`src/rtl/spi_presc_pkg.sv`:
```
package spi_presc_pkg;

  localparam int unsigned DIV_W_DEF     = 2;
  localparam int unsigned BRG_W_DEF     = 6;
  localparam int unsigned BRG_FLOOR_DEF = 4;

  typedef enum logic {
    EDGE_LEAD  = 1'b0,
    EDGE_TRAIL = 1'b1
  } edge_kind_e;

endpackage

```
`src/rtl/spi_presc_cfg.sv`:
```
module spi_presc_cfg #(
  parameter int unsigned DIV_W     = 2,
  parameter int unsigned BRG_W     = 6,
  parameter int unsigned BRG_FLOOR = 4
) (
  input  logic             clk,
  input  logic             rst_n,
  input  logic             run,
  input  logic [DIV_W-1:0] div_i,
  input  logic [BRG_W-1:0] brg_i,
  input  logic             cpol_i,
  input  logic             first_i,
  output logic [DIV_W-1:0] div_q,
  output logic [BRG_W-1:0] brg_q,
  output logic             cpol_q,
  output logic             first_q
);

  localparam logic [BRG_W-1:0] BRG_MIN = BRG_W'(BRG_FLOOR);

  logic [DIV_W-1:0] div_d;
  logic [BRG_W-1:0] brg_d;
  logic             cpol_d;
  logic             first_d;
  logic             load;

  assign load = !run;

  always_comb begin
    div_d   = div_q;
    brg_d   = brg_q;
    cpol_d  = cpol_q;
    first_d = first_q;
    if (load) begin
      div_d   = div_i;
      brg_d   = (brg_i < BRG_MIN) ? BRG_MIN : brg_i;
      cpol_d  = cpol_i;
      first_d = first_i;
    end
  end

  always_ff @(posedge clk or negedge rst_n) begin
    if (!rst_n) begin
      div_q   <= '0;
      brg_q   <= BRG_MIN;
      cpol_q  <= 1'b0;
      first_q <= 1'b0;
    end else begin
      div_q   <= div_d;
      brg_q   <= brg_d;
      cpol_q  <= cpol_d;
      first_q <= first_d;
    end
  end

endmodule

```
`src/rtl/spi_presc_pre.sv`:
```
module spi_presc_pre #(
  parameter int unsigned DIV_W = 2
) (
  input  logic             clk,
  input  logic             rst_n,
  input  logic             run,
  input  logic [DIV_W-1:0] div,
  output logic             tick
);

  localparam int unsigned NUM_DIV = 1 << DIV_W;
  localparam int unsigned CNT_W   = NUM_DIV;

  logic [CNT_W-1:0] term_tbl [NUM_DIV];
  logic [CNT_W-1:0] cnt_q;
  logic [CNT_W-1:0] cnt_d;
  logic             at_term;

  for (genvar g = 0; g < NUM_DIV; g++) begin : g_term
    assign term_tbl[g] = CNT_W'((64'd2 << g) - 64'd1);
  end

  assign at_term = (cnt_q == term_tbl[div]);
  assign tick    = run && at_term;

  always_comb begin
    cnt_d = cnt_q;
    if (!run) begin
      cnt_d = '0;
    end else if (at_term) begin
      cnt_d = '0;
    end else begin
      cnt_d = cnt_q + 1'b1;
    end
  end

  always_ff @(posedge clk or negedge rst_n) begin
    if (!rst_n) begin
      cnt_q <= '0;
    end else begin
      cnt_q <= cnt_d;
    end
  end

endmodule

```
`src/rtl/spi_presc_brg.sv`:
```
module spi_presc_brg #(
  parameter int unsigned BRG_W = 6
) (
  input  logic             clk,
  input  logic             rst_n,
  input  logic             run,
  input  logic             pre_tick,
  input  logic [BRG_W-1:0] brg,
  output logic             half_tick
);

  logic [BRG_W-1:0] cnt_q;
  logic [BRG_W-1:0] cnt_d;
  logic             at_term;

  assign at_term   = (cnt_q == brg);
  assign half_tick = pre_tick && at_term;

  always_comb begin
    cnt_d = cnt_q;
    if (!run) begin
      cnt_d = '0;
    end else if (pre_tick) begin
      cnt_d = at_term ? '0 : cnt_q + 1'b1;
    end
  end

  always_ff @(posedge clk or negedge rst_n) begin
    if (!rst_n) begin
      cnt_q <= '0;
    end else begin
      cnt_q <= cnt_d;
    end
  end

endmodule

```
`src/rtl/spi_presc_edge.sv`:
```
module spi_presc_edge
  import spi_presc_pkg::*;
(
  input  logic clk,
  input  logic rst_n,
  input  logic run,
  input  logic half_tick,
  input  logic cpol_live,
  input  logic cpol_q,
  input  logic first_q,
  output logic sck,
  output logic shift_stb,
  output logic sample_stb
);

  logic       sck_q, sck_d;
  logic       shift_q, shift_d;
  logic       sample_q, sample_d;
  edge_kind_e kind;
  logic       is_sample;

  assign kind      = (sck_q == cpol_q) ? EDGE_LEAD : EDGE_TRAIL;
  assign is_sample = ((kind == EDGE_LEAD) == first_q);

  always_comb begin
    sck_d    = sck_q;
    shift_d  = 1'b0;
    sample_d = 1'b0;
    if (!run) begin
      sck_d = cpol_live;
    end else if (half_tick) begin
      sck_d    = !sck_q;
      sample_d = is_sample;
      shift_d  = !is_sample;
    end
  end

  always_ff @(posedge clk or negedge rst_n) begin
    if (!rst_n) begin
      sck_q    <= 1'b0;
      shift_q  <= 1'b0;
      sample_q <= 1'b0;
    end else begin
      sck_q    <= sck_d;
      shift_q  <= shift_d;
      sample_q <= sample_d;
    end
  end

  assign sck        = sck_q;
  assign shift_stb  = shift_q;
  assign sample_stb = sample_q;

endmodule

```
`src/rtl/spi_clk_prescaler.sv`:
```
module spi_clk_prescaler
  import spi_presc_pkg::*;
#(
  parameter int unsigned DIV_W     = DIV_W_DEF,
  parameter int unsigned BRG_W     = BRG_W_DEF,
  parameter int unsigned BRG_FLOOR = BRG_FLOOR_DEF
) (
  input  logic             clk,
  input  logic             rst_n,
  input  logic             en,
  input  logic [DIV_W-1:0] div_sel,
  input  logic [BRG_W-1:0] brg_val,
  input  logic             cpol,
  input  logic             first_edge_sample,
  output logic             sck,
  output logic             shift_stb,
  output logic             sample_stb
);

  logic [DIV_W-1:0] div_q;
  logic [BRG_W-1:0] brg_q;
  logic             cpol_q;
  logic             first_q;
  logic             pre_tick;
  logic             half_tick;

  spi_presc_cfg #(.DIV_W(DIV_W), .BRG_W(BRG_W), .BRG_FLOOR(BRG_FLOOR)) u_cfg (
    .clk     (clk),
    .rst_n   (rst_n),
    .run     (en),
    .div_i   (div_sel),
    .brg_i   (brg_val),
    .cpol_i  (cpol),
    .first_i (first_edge_sample),
    .div_q   (div_q),
    .brg_q   (brg_q),
    .cpol_q  (cpol_q),
    .first_q (first_q)
  );

  spi_presc_pre #(.DIV_W(DIV_W)) u_pre (
    .clk   (clk),
    .rst_n (rst_n),
    .run   (en),
    .div   (div_q),
    .tick  (pre_tick)
  );

  spi_presc_brg #(.BRG_W(BRG_W)) u_brg (
    .clk       (clk),
    .rst_n     (rst_n),
    .run       (en),
    .pre_tick  (pre_tick),
    .brg       (brg_q),
    .half_tick (half_tick)
  );

  spi_presc_edge u_edge (
    .clk        (clk),
    .rst_n      (rst_n),
    .run        (en),
    .half_tick  (half_tick),
    .cpol_live  (cpol),
    .cpol_q     (cpol_q),
    .first_q    (first_q),
    .sck        (sck),
    .shift_stb  (shift_stb),
    .sample_stb (sample_stb)
  );

endmodule

```
`config.mk`:
```
export PLATFORM = sky130hd
export DESIGN_NAME = spi_clk_prescaler
export DESIGN_NICKNAME = d
export VERILOG_FILES = /design/src/rtl/spi_presc_pkg.sv /design/src/rtl/spi_presc_cfg.sv /design/src/rtl/spi_presc_pre.sv /design/src/rtl/spi_presc_brg.sv /design/src/rtl/spi_presc_edge.sv /design/src/rtl/spi_clk_prescaler.sv
export SDC_FILE = /design/constraint.sdc
export NUM_CORES = 1
export LEC_CHECK = 0
export BUFFER_PORTS_ARGS = -buffer_cell sky130_fd_sc_hd__buf_2
export CAP_MARGIN = 20
export CORE_MARGIN = 3
export CORE_UTILIZATION = 55
export DETAILED_ROUTE_END_ITERATION = 6
export PLACE_DENSITY = 0.77
export SYNTH_ARGS = -nofsm -noshare
export SYNTH_HDL_FRONTEND = slang
export SYNTH_SLANG_ARGS = --single-unit
```
`constraint.sdc`:
```
create_clock -name clk -period 2.2 [get_ports clk]
set_input_delay 0.22 -clock clk [delete_from_list [all_inputs] [get_ports clk]]
set_output_delay 0.22 -clock clk [all_outputs]
set_load 0.005 [all_outputs]
```
==> summary.md <==
| Metric | Value |
|---|---|
| Synth Net Count | between 100 and 150 |
| Number of synthesized flops with an enable pin | 0 |
| Most numerous cell in the Yosys netlist | dfrtp_1 |
| Num ports | 16 |
| Syn-to-layout area delta | 12.5% |
| Largest net degree at the start of global routing | 24 |
| Initial Util | 0.620 |
| Hold depth | 3 |
| WL/cell | 13.9 µm |
| Max_cap viols | 0 |
| Initial DRT Pass Iterations | 4 |
| Avg Cell Area, Syn | 12.3 µm² |
| Status | completed |
| Top FF cell, synth | dfrtp_1 |
| Final hold vios | 0 |
| Vias in the first global route | between 800 and 900 |
| R2R cell count | 5 |
| Worst-path clk slew | approximately 0.13 ns |
| PwrDens | a little over 600 mW/mm² |
| CP startpoint kind | flop |
| Antenna violations before repair | 0 |
| Yosys warns | 0 |
| Worst-Skew Late Latency | about 0.32 ns |
| Die area | 0.00265 mm² |
| Sequential share of the synthesized area | 0.506 |
| Synth top area share | 0.483 |
| Post-DRT Antenna Nets | 0 |
| Via count | 765 |
| CTS tree | built |
| Routed WL | between 1500 and 2000 µm |
| Hpwl dp | 1460 µm |
| Ranking of synthesized cells by area | dfrtp_1, mux2_2, xnor2_1, xor2_1, a221o_1 |
| Period utilisation layout | 0.835 |
| Crit-path max FO | 6 |
| Clock skew | roughly 0.012 ns |
| H-Tree Depth | 1 |
| Total power | 0.000787 W |
| GR Util All Layers | 0.180 |
| Initial DRC Count | 5 |
| Hold Crit Class | in2reg |
| Cell taking the most area after synthesis | dfrtp_1 |
| Crit end category | flop |
| Vias per cell | roughly 5.6 |
| Drt drc | 0 |
| Leak Pwr | 0.587 nW |
| Layout cells sized above 1 | 0.339 |
| ANT cells | 0 |
| Arrival time of the worst setup path | 2.05 ns |
| Actual slew at the worst max-slew pin | between 0.4 and 0.5 ns |
| CTS max path bufs | 2 |
| # setup viols final | 0 |
| Fin crit period | 1.84 ns |
| First-pass GRT wire length | about 3400 µm |
| Gpl congestion | 0.799 |
| Max Freq | 545 MHz |
| GR Overflow Total | 0 |
| Setup TNS | 0 ns |
| # resized after CTS | 0 |
| RSZ-0062 raised after global routing | no |
| Area of the mapped netlist | 0.00114 mm² |
| Placed insts | approximately 130 |
| Non-filler cells, final | 137 |
| IO Port Bufs | 15 |
| Root buf cell | clkbuf_4 |
| Die width | roughly 52 µm |
| Seq cells post-synth | 23 |
| Buffer count from post-CTS setup fixing | 0 |
| Crit path kind | reg2reg |
| Std-Cell Rows | 15 |
| Relative slew slack | 0.670 |
| R2R Setup Slk | 0.36 ns |
| Final #Nets | 128 |
| CTS buffer count | 3 |
| Cells after Synth | 93 |
| Peak VDD IR | 0.583 mV |
| Die Height | approximately 52 µm |
| Critical Path RT | 2.41 ns |
| Commonest cells post-synth | dfrtp_1, xnor2_1, mux2_2 |
| Final core utilization | 0.697 |
| Sink Count | 23 |
| Library cells used by synthesis | 34 |
| Core Region | 0.00184 mm² |
| Max Transition Viols Final | 0 |
| Ys async rst share | 1.00 |
[cell type report]
class	instances	area, µm²
fill	153	557
clock inverter	1	7.51
multi-input combinational	66	544
inverter	2	7.51
sequential	23	577
tap	25	31.3
clock buffer	3	22.5
timing repair buffer	17	92.6
[worst paths after layout]
path | startpoint | endpoint
max | u_pre.cnt_q[2] | u_brg.cnt_q[4]
max reg2reg | u_pre.cnt_q[2] | u_brg.cnt_q[4]
max in group asynchronous | rst_n | u_cfg.brg_q[2]
min reg2reg | u_edge.sck | u_edge.sck
min in group asynchronous | rst_n | u_pre.cnt_q[3]
min | brg_val[2] | u_cfg.brg_q[2]
[kinds of logic after synthesis]
| kind of cell | Yosys count | synth area share |
|---|---|---|
| AND/OR/NAND/NOR | 31 | 0.172 |
| flip-flops | 23 | 0.506 |
| XOR/XNOR | 12 | 0.0922 |
| AO/OA/AOI/OAI | 11 | 0.0955 |
| multiplexers | 10 | 0.0955 |
| buffers and inverters | 4 | 0.0165 |
| adder cells (fa/ha/maj) | 2 | 0.0220 |
[worst max-delay path, stage by stage (launching register included)]
cell and delay, ns:
dfrtp_1 0.44, or3_4 0.41, nor3_2 0.18, nor3_1 0.13, o21a_4 0.23, a221o_1 0.34
[registers in the layout, summed over array words and instances (netlist names)]
| register | flops |
|---|---|
| u_cfg.div_q | 2 |
| u_brg.cnt_q | 6 |
| u_pre.cnt_q | 4 |
| u_edge.shift_stb | 1 |
| u_cfg.brg_q | 6 |
| u_cfg.first_q | 1 |
| u_cfg.cpol_q | 1 |
| u_edge.sck | 1 |
| u_edge.sample_stb | 1 |
[per-stage QoR]
step           setup WS [ns]  instance area (µm²)  hold slack [ns]
6_report               0.364                 1280           0.0944
2_1_floorplan          0.490                 1140          -0.0756
5_1_grt                0.247                 1280            0.104
3_5_place_dp           0.389                 1240            0.215
3_3_place_gp           0.430                 1240            0.211
4_1_cts                0.354                 1280           0.0833
[what timing repair did]
action | 4_1_cts | 5_1_grt
setup endpoints to repair | 0 | 0
hold endpoints to repair | 22 | 0
hold buffers | 1 | 0
[cells in the final DEF, fill, tap and decap left out, types with 3 or more instances in the layout]
cell type	n
a221o_1	3
buf_2	15
clkbuf_4	3
dfrtp_1	22
mux2_2	7
mux2i_1	3
nand3_1	3
nor2_1	6
nor2b_1	4
xnor2_1	8
xor2_1	4
[layer usage]
metal  vias up  track usage  share of wire
met5         -            0              0
met1       364        0.198           0.42
met4         0        0.148          0.031
met3         6       0.0344          0.044
li1        374            -              -
met2        21        0.299           0.50
[where the power goes]
group | leakage, nW | internal, W | switching (W)
combinational | 0.280 | 0.0000594 | 0.0000503
sequential | 0.294 | 0.000450 | 0.0000256
clock | 0.0139 | 0.0000695 | 0.000132
total | 0.587 | 0.000579 | 0.000208
(Power assumes the default switching activity.)
